**src/rtl/clk_period_pkg.sv**
```systemverilog
package clk_period_pkg;

  typedef enum logic [1:0] {
    ST_IDLE = 2'd0,
    ST_RUN  = 2'd1,
    ST_PEN  = 2'd2
  } ctl_state_e;

  localparam int unsigned NUM_CLASSES = 4;

  // class period as a number of twentieths of the worst-case period
  function automatic int unsigned frac_ticks(int unsigned worst, int unsigned twentieths);
    return (worst * twentieths) / 20;
  endfunction

endpackage

```
**src/rtl/cp_class_map.sv**
```systemverilog
module cp_class_map
  import clk_period_pkg::*;
#(
  parameter int unsigned WORST_TICKS = 20,
  parameter int unsigned TICK_W      = 7,
  parameter int unsigned CLS_W       = 2
) (
  input  logic [1:0]        mode_i,
  input  logic [CLS_W-1:0]  cls_i,
  output logic [CLS_W-1:0]  eff_cls_o,
  output logic [TICK_W-1:0] per_o
);

  localparam logic [TICK_W-1:0] T_W  = TICK_W'(WORST_TICKS);
  localparam logic [TICK_W-1:0] T_2A = TICK_W'(frac_ticks(WORST_TICKS, 11));
  localparam logic [TICK_W-1:0] T_3A = TICK_W'(frac_ticks(WORST_TICKS, 9));
  localparam logic [TICK_W-1:0] T_3B = TICK_W'(frac_ticks(WORST_TICKS, 13));
  localparam logic [TICK_W-1:0] T_4A = TICK_W'(frac_ticks(WORST_TICKS, 5));
  localparam logic [TICK_W-1:0] T_4B = TICK_W'(frac_ticks(WORST_TICKS, 10));
  localparam logic [TICK_W-1:0] T_4C = TICK_W'(frac_ticks(WORST_TICKS, 15));

  logic [CLS_W:0] n_cls;

  always_comb begin
    unique case (mode_i)
      2'd0:    n_cls = (CLS_W+1)'(2);
      2'd1:    n_cls = (CLS_W+1)'(3);
      2'd2:    n_cls = (CLS_W+1)'(4);
      default: n_cls = (CLS_W+1)'(1);
    endcase
  end

  // out-of-range class falls back to the slowest class of the mode
  assign eff_cls_o = ({1'b0, cls_i} < n_cls) ? cls_i : CLS_W'(n_cls - (CLS_W+1)'(1));

  always_comb begin
    per_o = T_W;
    unique case (mode_i)
      2'd0: if (eff_cls_o == CLS_W'(0)) per_o = T_2A;
      2'd1: begin
        if (eff_cls_o == CLS_W'(0))      per_o = T_3A;
        else if (eff_cls_o == CLS_W'(1)) per_o = T_3B;
      end
      2'd2: begin
        if (eff_cls_o == CLS_W'(0))      per_o = T_4A;
        else if (eff_cls_o == CLS_W'(1)) per_o = T_4B;
        else if (eff_cls_o == CLS_W'(2)) per_o = T_4C;
      end
      default: per_o = T_W;
    endcase
  end

endmodule

```
**src/rtl/cp_shadow.sv**
```systemverilog
module cp_shadow #(
  parameter int unsigned RES_W = 32
) (
  input  logic             clk_i,
  input  logic             rst_ni,
  input  logic             sample_en_i,
  input  logic             per_worst_i,
  input  logic [RES_W-1:0] res_i,
  output logic             mismatch_o
);

  logic [RES_W-1:0] early_q;

  always_ff @(posedge clk_i or negedge rst_ni) begin
    if (!rst_ni)          early_q <= '0;
    else if (sample_en_i) early_q <= res_i;
  end

  // with a worst-case class both samples coincide, nothing to compare
  assign mismatch_o = !per_worst_i && (res_i != early_q);

endmodule

```
**src/rtl/cp_seq.sv**
```systemverilog
module cp_seq
  import clk_period_pkg::*;
#(
  parameter int unsigned WORST_TICKS    = 20,
  parameter int unsigned PENALTY_STAGES = 4,
  parameter int unsigned TICK_W         = 7
) (
  input  logic              clk_i,
  input  logic              rst_ni,
  input  logic              start_i,
  input  logic [TICK_W-1:0] per_i,
  input  logic              mismatch_i,
  output logic              accept_o,
  output logic              sample_en_o,
  output logic              per_worst_o,
  output logic              viol_evt_o,
  output logic              done_o,
  output logic              err_o,
  output logic              replay_o,
  output logic              stall_o,
  output logic [TICK_W-1:0] per_o
);

  localparam int unsigned PEN_TICKS = PENALTY_STAGES * WORST_TICKS;
  localparam logic [TICK_W-1:0] T_W = TICK_W'(WORST_TICKS);
  localparam logic [TICK_W-1:0] T_P = TICK_W'(PEN_TICKS);

  ctl_state_e        state_q;
  logic [TICK_W-1:0] cnt_q;
  logic [TICK_W-1:0] per_q;
  logic              done_q, err_q, rep_q;
  logic              at_worst;

  assign at_worst    = (state_q == ST_RUN) && (cnt_q == T_W);
  assign accept_o    = (state_q == ST_IDLE) && start_i;
  assign sample_en_o = (state_q == ST_RUN) && (cnt_q == per_q);
  assign per_worst_o = (per_q == T_W);
  assign viol_evt_o  = at_worst && mismatch_i;

  always_ff @(posedge clk_i or negedge rst_ni) begin
    if (!rst_ni) begin
      state_q <= ST_IDLE;
      cnt_q   <= '0;
      per_q   <= T_W;
      done_q  <= 1'b0;
      err_q   <= 1'b0;
      rep_q   <= 1'b0;
    end else begin
      done_q <= 1'b0;
      err_q  <= 1'b0;
      rep_q  <= 1'b0;
      unique case (state_q)
        ST_IDLE: begin
          if (start_i) begin
            state_q <= ST_RUN;
            cnt_q   <= TICK_W'(1);
            per_q   <= per_i;
          end
        end
        ST_RUN: begin
          if (cnt_q == per_q) done_q <= 1'b1;
          if (at_worst) begin
            if (mismatch_i) begin
              err_q   <= 1'b1;
              rep_q   <= 1'b1;
              state_q <= ST_PEN;
              cnt_q   <= TICK_W'(1);
              per_q   <= T_W;
            end else begin
              state_q <= ST_IDLE;
            end
          end else begin
            cnt_q <= cnt_q + TICK_W'(1);
          end
        end
        ST_PEN: begin
          if (cnt_q == T_P) begin
            done_q  <= 1'b1;
            state_q <= ST_IDLE;
          end else begin
            cnt_q <= cnt_q + TICK_W'(1);
          end
        end
        default: state_q <= ST_IDLE;
      endcase
    end
  end

  assign done_o   = done_q;
  assign err_o    = err_q;
  assign replay_o = rep_q;
  assign stall_o  = (state_q == ST_PEN);
  assign per_o    = per_q;


  done_gap_chk: assert property (@(posedge clk_i) disable iff (!rst_ni) done_o |=> !done_o);

  err_pulse_chk: assert property (@(posedge clk_i) disable iff (!rst_ni) err_o |=> !err_o);

  pen_period_chk: assert property (@(posedge clk_i) disable iff (!rst_ni) stall_o |-> per_q == T_W);

  tick_bound_chk: assert property (@(posedge clk_i) disable iff (!rst_ni) cnt_q <= T_P);

endmodule

```
**src/rtl/cp_event_cnt.sv**
```systemverilog
module cp_event_cnt #(
  parameter int unsigned NCLS  = 4,
  parameter int unsigned CLS_W = 2,
  parameter int unsigned CNT_W = 16
) (
  input  logic                  clk_i,
  input  logic                  rst_ni,
  input  logic                  accept_i,
  input  logic [CLS_W-1:0]      eff_cls_i,
  input  logic                  viol_evt_i,
  output logic [NCLS*CNT_W-1:0] class_cnt_o,
  output logic [CNT_W-1:0]      viol_cnt_o
);

  for (genvar k = 0; k < NCLS; k++) begin : g_cls
    logic [CNT_W-1:0] c_q;
    always_ff @(posedge clk_i or negedge rst_ni) begin
      if (!rst_ni)                                    c_q <= '0;
      else if (accept_i && eff_cls_i == CLS_W'(k))    c_q <= c_q + CNT_W'(1);
    end
    assign class_cnt_o[k*CNT_W +: CNT_W] = c_q;
  end

  logic [CNT_W-1:0] v_q;
  always_ff @(posedge clk_i or negedge rst_ni) begin
    if (!rst_ni)         v_q <= '0;
    else if (viol_evt_i) v_q <= v_q + CNT_W'(1);
  end
  assign viol_cnt_o = v_q;

endmodule

```
**src/rtl/clk_period_ctrl.sv**
```systemverilog
module clk_period_ctrl
  import clk_period_pkg::*;
#(
  parameter int unsigned WORST_TICKS    = 20,
  parameter int unsigned PENALTY_STAGES = 4,
  parameter int unsigned RES_W          = 32,
  parameter int unsigned CNT_W          = 16,
  parameter int unsigned CLS_W          = $clog2(NUM_CLASSES),
  parameter int unsigned TICK_W         = $clog2(PENALTY_STAGES * WORST_TICKS + 1)
) (
  input  logic                         clk_i,
  input  logic                         rst_ni,
  input  logic                         instr_valid_i,
  input  logic [CLS_W-1:0]             class_id_i,
  input  logic [1:0]                   cls_mode_i,
  input  logic [RES_W-1:0]             exec_res_i,
  output logic                         done_o,
  output logic                         tviol_o,
  output logic                         replay_o,
  output logic                         stall_o,
  output logic [TICK_W-1:0]            period_o,
  output logic [NUM_CLASSES*CNT_W-1:0] class_cnt_o,
  output logic [CNT_W-1:0]             viol_cnt_o
);

  logic [CLS_W-1:0]  eff_cls;
  logic [TICK_W-1:0] new_per;
  logic accept, sample_en, per_worst, viol_evt, mismatch;

  cp_class_map #(.WORST_TICKS(WORST_TICKS), .TICK_W(TICK_W), .CLS_W(CLS_W)) u_map (
    .mode_i   (cls_mode_i),
    .cls_i    (class_id_i),
    .eff_cls_o(eff_cls),
    .per_o    (new_per)
  );

  cp_seq #(.WORST_TICKS(WORST_TICKS), .PENALTY_STAGES(PENALTY_STAGES), .TICK_W(TICK_W)) u_seq (
    .clk_i      (clk_i),
    .rst_ni     (rst_ni),
    .start_i    (instr_valid_i),
    .per_i      (new_per),
    .mismatch_i (mismatch),
    .accept_o   (accept),
    .sample_en_o(sample_en),
    .per_worst_o(per_worst),
    .viol_evt_o (viol_evt),
    .done_o     (done_o),
    .err_o      (tviol_o),
    .replay_o   (replay_o),
    .stall_o    (stall_o),
    .per_o      (period_o)
  );

  cp_shadow #(.RES_W(RES_W)) u_shadow (
    .clk_i      (clk_i),
    .rst_ni     (rst_ni),
    .sample_en_i(sample_en),
    .per_worst_i(per_worst),
    .res_i      (exec_res_i),
    .mismatch_o (mismatch)
  );

  cp_event_cnt #(.NCLS(NUM_CLASSES), .CLS_W(CLS_W), .CNT_W(CNT_W)) u_cnt (
    .clk_i      (clk_i),
    .rst_ni     (rst_ni),
    .accept_i   (accept),
    .eff_cls_i  (eff_cls),
    .viol_evt_i (viol_evt),
    .class_cnt_o(class_cnt_o),
    .viol_cnt_o (viol_cnt_o)
  );


  viol_replay_chk: assert property (@(posedge clk_i) disable iff (!rst_ni)
    tviol_o |-> (replay_o && stall_o));

  viol_count_chk: assert property (@(posedge clk_i) disable iff (!rst_ni)
    tviol_o |-> (viol_cnt_o == $past(viol_cnt_o) + CNT_W'(1)));

endmodule

```
**config.mk**
```make
export PLATFORM = sky130hd
export DESIGN_NAME = clk_period_ctrl
export DESIGN_NICKNAME = d
export VERILOG_FILES = /design/src/rtl/clk_period_pkg.sv /design/src/rtl/cp_class_map.sv /design/src/rtl/cp_shadow.sv /design/src/rtl/cp_seq.sv /design/src/rtl/cp_event_cnt.sv /design/src/rtl/clk_period_ctrl.sv
export SDC_FILE = /design/constraint.sdc
export NUM_CORES = 1
export LEC_CHECK = 0
export BUFFER_PORTS_ARGS = -buffer_cell sky130_fd_sc_hd__buf_2
export CORE_ASPECT_RATIO = 1.75
export CORE_MARGIN = 4
export CORE_UTILIZATION = 33
export DETAILED_ROUTE_END_ITERATION = 8
export HOLD_SLACK_MARGIN = 0.1
export PLACE_DENSITY_LB_ADDON = 0.15
export SETUP_SLACK_MARGIN = 0.5
export SLEW_MARGIN = 20
export SYNTH_ARGS = -nofsm -noshare
export SYNTH_HDL_FRONTEND = slang
export SYNTH_HIERARCHICAL = 1
export SYNTH_SLANG_ARGS = --single-unit
```
**constraint.sdc**
```tcl
create_clock -name clk_i -period 2.2 [get_ports clk_i]
set_input_delay 0.22 -clock clk_i [delete_from_list [all_inputs] [get_ports clk_i]]
set_output_delay 0.22 -clock clk_i [all_outputs]
set_load 0.02 [all_outputs]
```
==> parameters.txt, run 1 <==
Parameter                              Value

Yosys
  Yosys synthesis warning count    6
  Primary flip-flop cell chosen by synthesis mapping    dfrtp_1
  Share of the yosys chip area belonging to registers    0.4992
  Post-Syn Instances    around 570
  Number of enable-type register cells in the synthesized netlist    0
  Post-Synthesis Mean Instance Area    about 11 sq um
  Number of register bits inferred by synthesis    130
  Combined area of all synthesized cells    about 6500 sq um
  Async set or reset register ratio after synthesis    1.000
  Count of unique library cells instantiated by Yosys    57

Die
  Die boundary height    approximately 190 um
  Starting density of the core    0.3382
  Number of ports placed on the die boundary    130
  Floorplan die area    22,160 sq um
  Core area    19,280 sq um
  Width of the chip    approximately 110 um
  Site row count    67

Critical path
  Worst Setup SP    cls_mode_i[1]
  Critical path capture point    u_cnt/g_cls[2].c_q[15]
  Startpoint type of the worst setup path    input pin
  Setup Crit Path Kind    in2reg
  Data required time at the worst endpoint    2.54 ns
  Critical register-to-register path endpoint    u_seq/per_o[5]
  Worst R2R Path Depth    9
  Data arrival time of the critical path    2.54 ns
  Setup crit end kind    flop
  Maximum net fanout on the critical path    5
  Setup slack of the most critical reg-to-reg path    0.02 ns
  Worst R2R Start    u_shadow/early_q[8]

Drt
  Violation count after the first detailed-routing iteration    about 180
  Vias post-DR    5,327
  Via-per-instance ratio    a little under 5
  Average wire per standard cell    ~16 um
  Router iterations before antenna repair    4
  Total length of routed wires    about 18,000 um
  Number of nets with antenna violations after routing    0
  Number of remaining DRC errors    0

Timing
  Number of pins with negative max-slew slack in the final report    0
  Setup repair after global routing missed its margin    yes
  Fin crit share    1.000
  Total of endpoints with negative setup slack in the final report    1
  Worst setup skew after layout    approximately 0.0062 ns
  Maximum clock frequency    about 0.45 GHz
  Hold Slack    ~0.16 ns
  Max-slew headroom at the worst pin    0.6471
  Hold Violations, Final    0
  Transition time of the tightest slew-check pin    approximately 0.53 ns
  Final critical-path required period    about 2.2 ns
  Setup ws final    -0.0009377 ns

Power and ir drop
  Switching component of the power    3.131 mW
  Sequential power share    0.345
  Fraction of power consumed by the clock network    0.291
  Comb pwr share    0.365
  Worst vdd rail ir drop    around 0.49 mV
  Final Total Pwr    ~9.7 mW
  Total power per unit cell area    between 900 and 1000 nW/um^2
  Switch share    0.3241
  Internal power contribution    about 6.5 mW
  Leakage power    roughly 5.0 nW

Global route
  Remaining Overflow, GRT    0
  Gr usage total    0.1636
  First-pass GRT wire length    around 29,000 um
  Busiest grt layer    met2
  Initial antenna violation count    0
  Number of global-route vias before repair    a little under 6,000
  Global Route met3 Usage    0.04029
  Met1 usage in global routing    0.1780
  Maximum number of pins on one net before global-route repair    65
  Routing usage on met2    0.2968

CTS
  CTS root buffer    clkbuf_16
  Htree depth    4
  CTS tree    built
  Number of buffers created by CTS    17
  Clock sink count    between 100 and 150
  Clock insertion delay at the later pin of the skew report    roughly 0.42 ns
  Maximum count of clock buffers along a single path    2
  Clock transition at path regs    approximately 0.060 ns

Min path
  Worst hold path type    in2reg
  Launch instance of the worst min-delay path    instr_valid_i

Job
  Number of maximum-capacitance constraint violations    0

Place
  Detailed placer's ending HPWL    12,200 um
  Count of input and output buffers    between 100 and 150
  Routability congestion estimate from global placement    roughly 0.80

Layout
  Area added between synthesis and finish    58.92%
  Fraction of layout instances using a drive strength above 1    0.5029
  Area occupied by registers    around 3300 sq um
  Most common cell after layout, fill and taps aside    buf_2
  Net total in the final layout    between 900 and 1,000
  Total of fill cells in the finished design    around 1,600
  Antenna cell count    0
  Most frequent cells in the layout    buf_2, dfrtp_1, xnor2_1, buf_4
  Multi-input gate area in the final layout    ~4000 sq um

Status
  Status    finished, violations left
  Violated checks    negative setup slack
power groups by stage:
stage          logic (mW)  registers (mW)  clock network (mW)
2_1_floorplan        1.65            3.49                   0
3_3_place_gp         2.74            3.30                   0
3_5_place_dp         2.78            3.33                   0
4_1_cts              3.23            3.30                2.89
5_1_grt              3.80            3.39                3.01
6_report             3.52            3.33                2.81
timing repair:
action | 4_1_cts | 5_1_grt
setup buffers | 27 | 25
setup endpoints to repair | 128 | 129
resized for setup | 110 | 59
hold buffers | 32 | 0
hold endpoints to repair | 65 | 0
gates cloned | 3 | 0
pin swaps | 63 | 46
cell type report:
type	count	area share
multi-input cells	406	0.3894
flip-flops and latches	130	0.3145
repair buffers	269	0.2004
clock buffers	19	0.04370
well taps	241	0.02910
clock inverters	13	0.01304
inverters	24	0.009900
kinds of logic (layout without fill, tap and decap cells):
kind of cell	after synthesis	after routing	share of synthesized area
and+or+nand+nor	190	190	0.1681
DFF	130	130	0.4992
xor gates and xnor gates	114	114	0.1531
muxes	42	42	0.07291
AOI/OAI and AO/OA	37	37	0.03799
buffers and inverters	37	325	0.02782
adders and majority gates	21	21	0.04029
other	1	2	0.0005750
worst max-delay path: stages:
cell	delay (ns)
buf_12	0.09
inv_8	0.03
ha_4	0.16
o21ai_4	0.16
ha_4	0.22
o21bai_4	0.16
nor3_2	0.07
a21o_1	0.19
buf_6	0.13
nand3b_1	0.18
or4_4	0.44
buf_8	0.16
nor4_4	0.13
xor2_1	0.17
flip-flops by register name (all words and copies together) (netlist names):
signal and flops:
u_cnt/g_cls.c_q 64, u_shadow/early_q 32, u_cnt/viol_cnt_o 16, u_seq/cnt_q 7, u_seq/per_o 7, u_seq/state_q 2, u_seq/done_o 1, u_seq/replay_o 1
cell usage after synthesis (all sizes together) (11+ instances only):
master / number / area [sq um]
nand3: 22 / 110.1
nor2: 28 / 105.1
inv: 24 / 90.09
mux2: 38 / 435.4
dfrtp: 128 / 3203
nor4: 11 / 105.1
o21ai: 12 / 60.06
nand2: 44 / 165.2
nand4: 27 / 168.9
xor2: 25 / 219.0
xnor2: 89 / 779.5
ha: 21 / 262.8
worst min-delay path by stage:
stage	slack [ns]	cells past startpoint	to
3_3_place_gp	0.22	1	u_cnt/viol_cnt_o[15]
3_5_place_dp	0.23	1	u_cnt/viol_cnt_o[15]
6_report	0.16	3	u_seq/per_o[1]
4_1_cts	0.13	3	u_seq/per_o[0]
5_1_grt	0.16	3	u_shadow/early_q[2]
2_1_floorplan	-0.08	0	u_cnt/g_cls[0].c_q[0]
routing by layer:
| metal | vias up | part of all wire |
|---|---|---|
| li1 | 2543 | - |
| met1 | 2635 | 0.38 |
| met2 | 117 | 0.56 |
| met3 | 32 | 0.041 |
| met4 | 0 | 0.023 |
| met5 | - | 0 |
metrics by stage:
step | instances | util | TNS (ns) | instance area (sq um) | setup slack, ns
floorplan | 573 | - | -5.584 | 6965 | -0.3239
global placement | 983 | 0.4259 | -25.11 | 8212 | -0.5857
detailed placement | 983 | 0.4259 | -27.52 | 8212 | -0.6332
CTS | 1077 | 0.5123 | -0.5522 | 9877 | -0.07378
global route | 1102 | 0.5375 | -1.557 | 10360 | -0.1017
finish | 1102 | 0.5375 | -0.0009377 | 10360 | -0.0009377
Power figures use the tool's default switching activity.
==> run 2: changes to the inputs <==
--- a/config.mk
+++ b/config.mk
@@ -6,9 +6,9 @@
 export NUM_CORES = 1
 export LEC_CHECK = 0
 export BUFFER_PORTS_ARGS = -buffer_cell sky130_fd_sc_hd__buf_2
-export CORE_ASPECT_RATIO = 1.75
+export CORE_ASPECT_RATIO = 1.5
 export CORE_MARGIN = 4
-export CORE_UTILIZATION = 33
+export CORE_UTILIZATION = 45
 export DETAILED_ROUTE_END_ITERATION = 8
 export HOLD_SLACK_MARGIN = 0.1
 export PLACE_DENSITY_LB_ADDON = 0.15
@@ -18,3 +18,4 @@
 export SYNTH_HDL_FRONTEND = slang
 export SYNTH_HIERARCHICAL = 1
 export SYNTH_SLANG_ARGS = --single-unit
+export TNS_END_PERCENT = 50
==> run 2 against run 1 <==
The flow still finishes with violations (negative setup slack). Maximum frequency is 2.2% lower. Die area is 25% lower. Via count down 0.96%. Hold slack improved by 0.013 ns. Sequential share of layout area rose by 1.3 points. Register-to-register slack got worse by 0.07 ns. Power hardly changed. Sequential power shrank 1%. Critical path depth is 3 lower. Flip-flop and latch count is the same.
==> parameters.txt, run 2 (synthesis results as in run 1) <==
Parameter                              Value

Status
  Status    finished, violations left
  Violated checks    negative setup slack

Drt
  Vias post-DR    around 5,300
  Violation count after the first detailed-routing iteration    a little over 200
  Router iterations before antenna repair    4
  Number of remaining DRC errors    0
  Average wire per standard cell    approximately 16 um
  Via-per-instance ratio    about 5
  Total length of routed wires    about 17,000 um
  Number of nets with antenna violations after routing    0

Global route
  Remaining Overflow, GRT    0
  Initial antenna violation count    0
  Maximum number of pins on one net before global-route repair    55
  First-pass GRT wire length    27,690 um
  Number of global-route vias before repair    about 5,700
  Gr usage total    0.2092

Power and ir drop
  Worst vdd rail ir drop    a little over 0.7 mV
  Switch share    0.3164
  Internal power contribution    roughly 6.6 mW
  Final Total Pwr    slightly below 10 mW
  Leakage power    between 4 and 5 nW
  Total power per unit cell area    970.6 nW/um^2
  Fraction of power consumed by the clock network    0.310
  Comb pwr share    0.350
  Sequential power share    0.340
  Switching component of the power    slightly above 3 mW

Die
  Core area    14,120 sq um
  Site row count    between 50 and 60
  Floorplan die area    between 15,000 and 20,000 sq um
  Die boundary height    ~160 um
  Number of ports placed on the die boundary    130
  Starting density of the core    0.4617
  Width of the chip    around 110 um

Critical path
  Maximum net fanout on the critical path    5
  Crit path buffers/inverters    3
  Startpoint type of the worst setup path    flop
  Master of the slowest instance on the critical path    or4b_4
  Data arrival time of the critical path    roughly 2.6 ns
  Data required time at the worst endpoint    between 2 and 3 ns
  Max stage delay on crit path    approximately 0.54 ns
  Cell family with most CP delay    simple AND/OR/NAND/NOR gates
  Setup crit end kind    flop
  Setup Crit Path Kind    reg2reg
  Critical path cell sequence    xnor2_2 -> nand4_1 -> nor4_2 -> buf_4 -> a21oi_4 -> nand2_2 -> or4b_4 -> a21oi_4 -> buf_6 -> buf_4 -> o21ai_2

Place
  Placed instance area    ~8000 sq um
  Routability congestion estimate from global placement    between 0.8 and 0.9
  Detailed placer's ending HPWL    11,030 um
  Placed cell count    roughly 940
  Count of input and output buffers    ~130

CTS
  CTS root buffer    clkbuf_16
  Maximum count of clock buffers along a single path    2
  Clock insertion delay at the later pin of the skew report    between 0.4 and 0.5 ns
  Number of buffers created by CTS    17
  Htree depth    4
  CTS tree    built
  Clock transition at path regs    0.06 ns
  Clock sink count    130

Timing
  Final critical-path required period    2.250 ns
  Worst setup skew after layout    0.01130 ns
  Fin crit share    1.023
  Hold Violations, Final    0
  Total of endpoints with negative setup slack in the final report    11
  Number of pins with negative max-slew slack in the final report    0
  Setup repair after global routing missed its margin    yes
  Setup ws final    -0.05038 ns
  Maximum clock frequency    roughly 0.44 GHz

Layout
  Fin cells    1,032
  Antenna cell count    0
  Area occupied by registers    about 3300 sq um
  Max reg flops    64
  Area added between synthesis and finish    52.65%
  Fraction of layout instances using a drive strength above 1    0.4810
  Largest Register    u_cnt/g_cls.c_q
  Multi-input gate area in the final layout    a little under 4000 sq um
  Final standard cell utilization of the core    0.7048
  Layout Cell Area excl Fill    9955 sq um
  Most frequent cells in the layout    buf_2, dfrtp_1, xnor2_1, buf_4, mux2_4
  Total of fill cells in the finished design    between 900 and 1,000
  Net total in the final layout    888

Min path
  Worst hold path type    in2reg

Job
  Number of maximum-capacitance constraint violations    0
run 2: final timing paths:
path                                   startpoint                     end  slack, ns  depth (start not counted)
max                           u_shadow/early_q[5]          u_seq/per_o[6]      -0.05                         11
min                                 instr_valid_i          u_seq/per_o[0]       0.17                          3
max reg2reg                   u_shadow/early_q[5]          u_seq/per_o[6]      -0.05                         11
min reg2reg                u_cnt/g_cls[1].c_q[15]  u_cnt/g_cls[1].c_q[15]       0.47                          1
max in group asynchronous                  rst_ni  u_cnt/g_cls[3].c_q[11]       1.19                          3
min in group asynchronous                  rst_ni     u_shadow/early_q[2]       0.32                          2
run 2: metal layers:
layer | vias up | share of wire | GRT usage
li1 | 2500 | - | -
met5 | - | 0 | 0
met4 | 0 | 0.019 | 0.06667
met3 | 27 | 0.046 | 0.05272
met2 | 141 | 0.52 | 0.3596
met1 | 2608 | 0.42 | 0.2574
run 2: timing repair:
action | 4_1_cts | 5_1_grt
hold buffers | 33 | 0
setup endpoints to repair | 130 | 130
pin swaps | 65 | 50
setup buffers | 15 | 15
hold endpoints to repair | 60 | 0
gates resized for setup | 129 | 50
run 2: layout make-up:
class	instances	share of cell area
flip-flops and latches	130	0.3273
multi-input cells	406	0.3938
clock inverters	13	0.01998
well taps	192	0.02413
inverters	24	0.01006
clock buffers	18	0.04311
repair buffers	249	0.1816
run 2: power groups by stage:
stage / clock [mW] / sequential [mW] / combinational (mW)
2_1_floorplan: 0 / 3.47 / 1.42
3_3_place_gp: 0 / 3.27 / 2.51
3_5_place_dp: 0 / 3.30 / 2.57
4_1_cts: 3.06 / 3.27 / 3.13
5_1_grt: 3.18 / 3.35 / 3.63
6_report: 3.00 / 3.29 / 3.38
run 2: metrics by stage:
step                hold WS [ns]  setup slack, ns  setup TNS (ns)
CTS                       0.1503         -0.05614         -0.2107
floorplan               -0.07559          -0.3239          -5.590
finish                    0.1685         -0.05038         -0.3792
detailed placement        0.2092          -0.6069          -28.29
global placement          0.2058          -0.5316          -23.95
global route              0.1466          -0.1373          -2.931
run 2: tightest hold or removal path, delay by kind of cell:
kind / cells / cell delay (ns)
AO/OA/AOI/OAI: 1 / 0.05
buffers and inverters: 1 / 0.15
AND/OR/NAND/NOR: 1 / 0.12
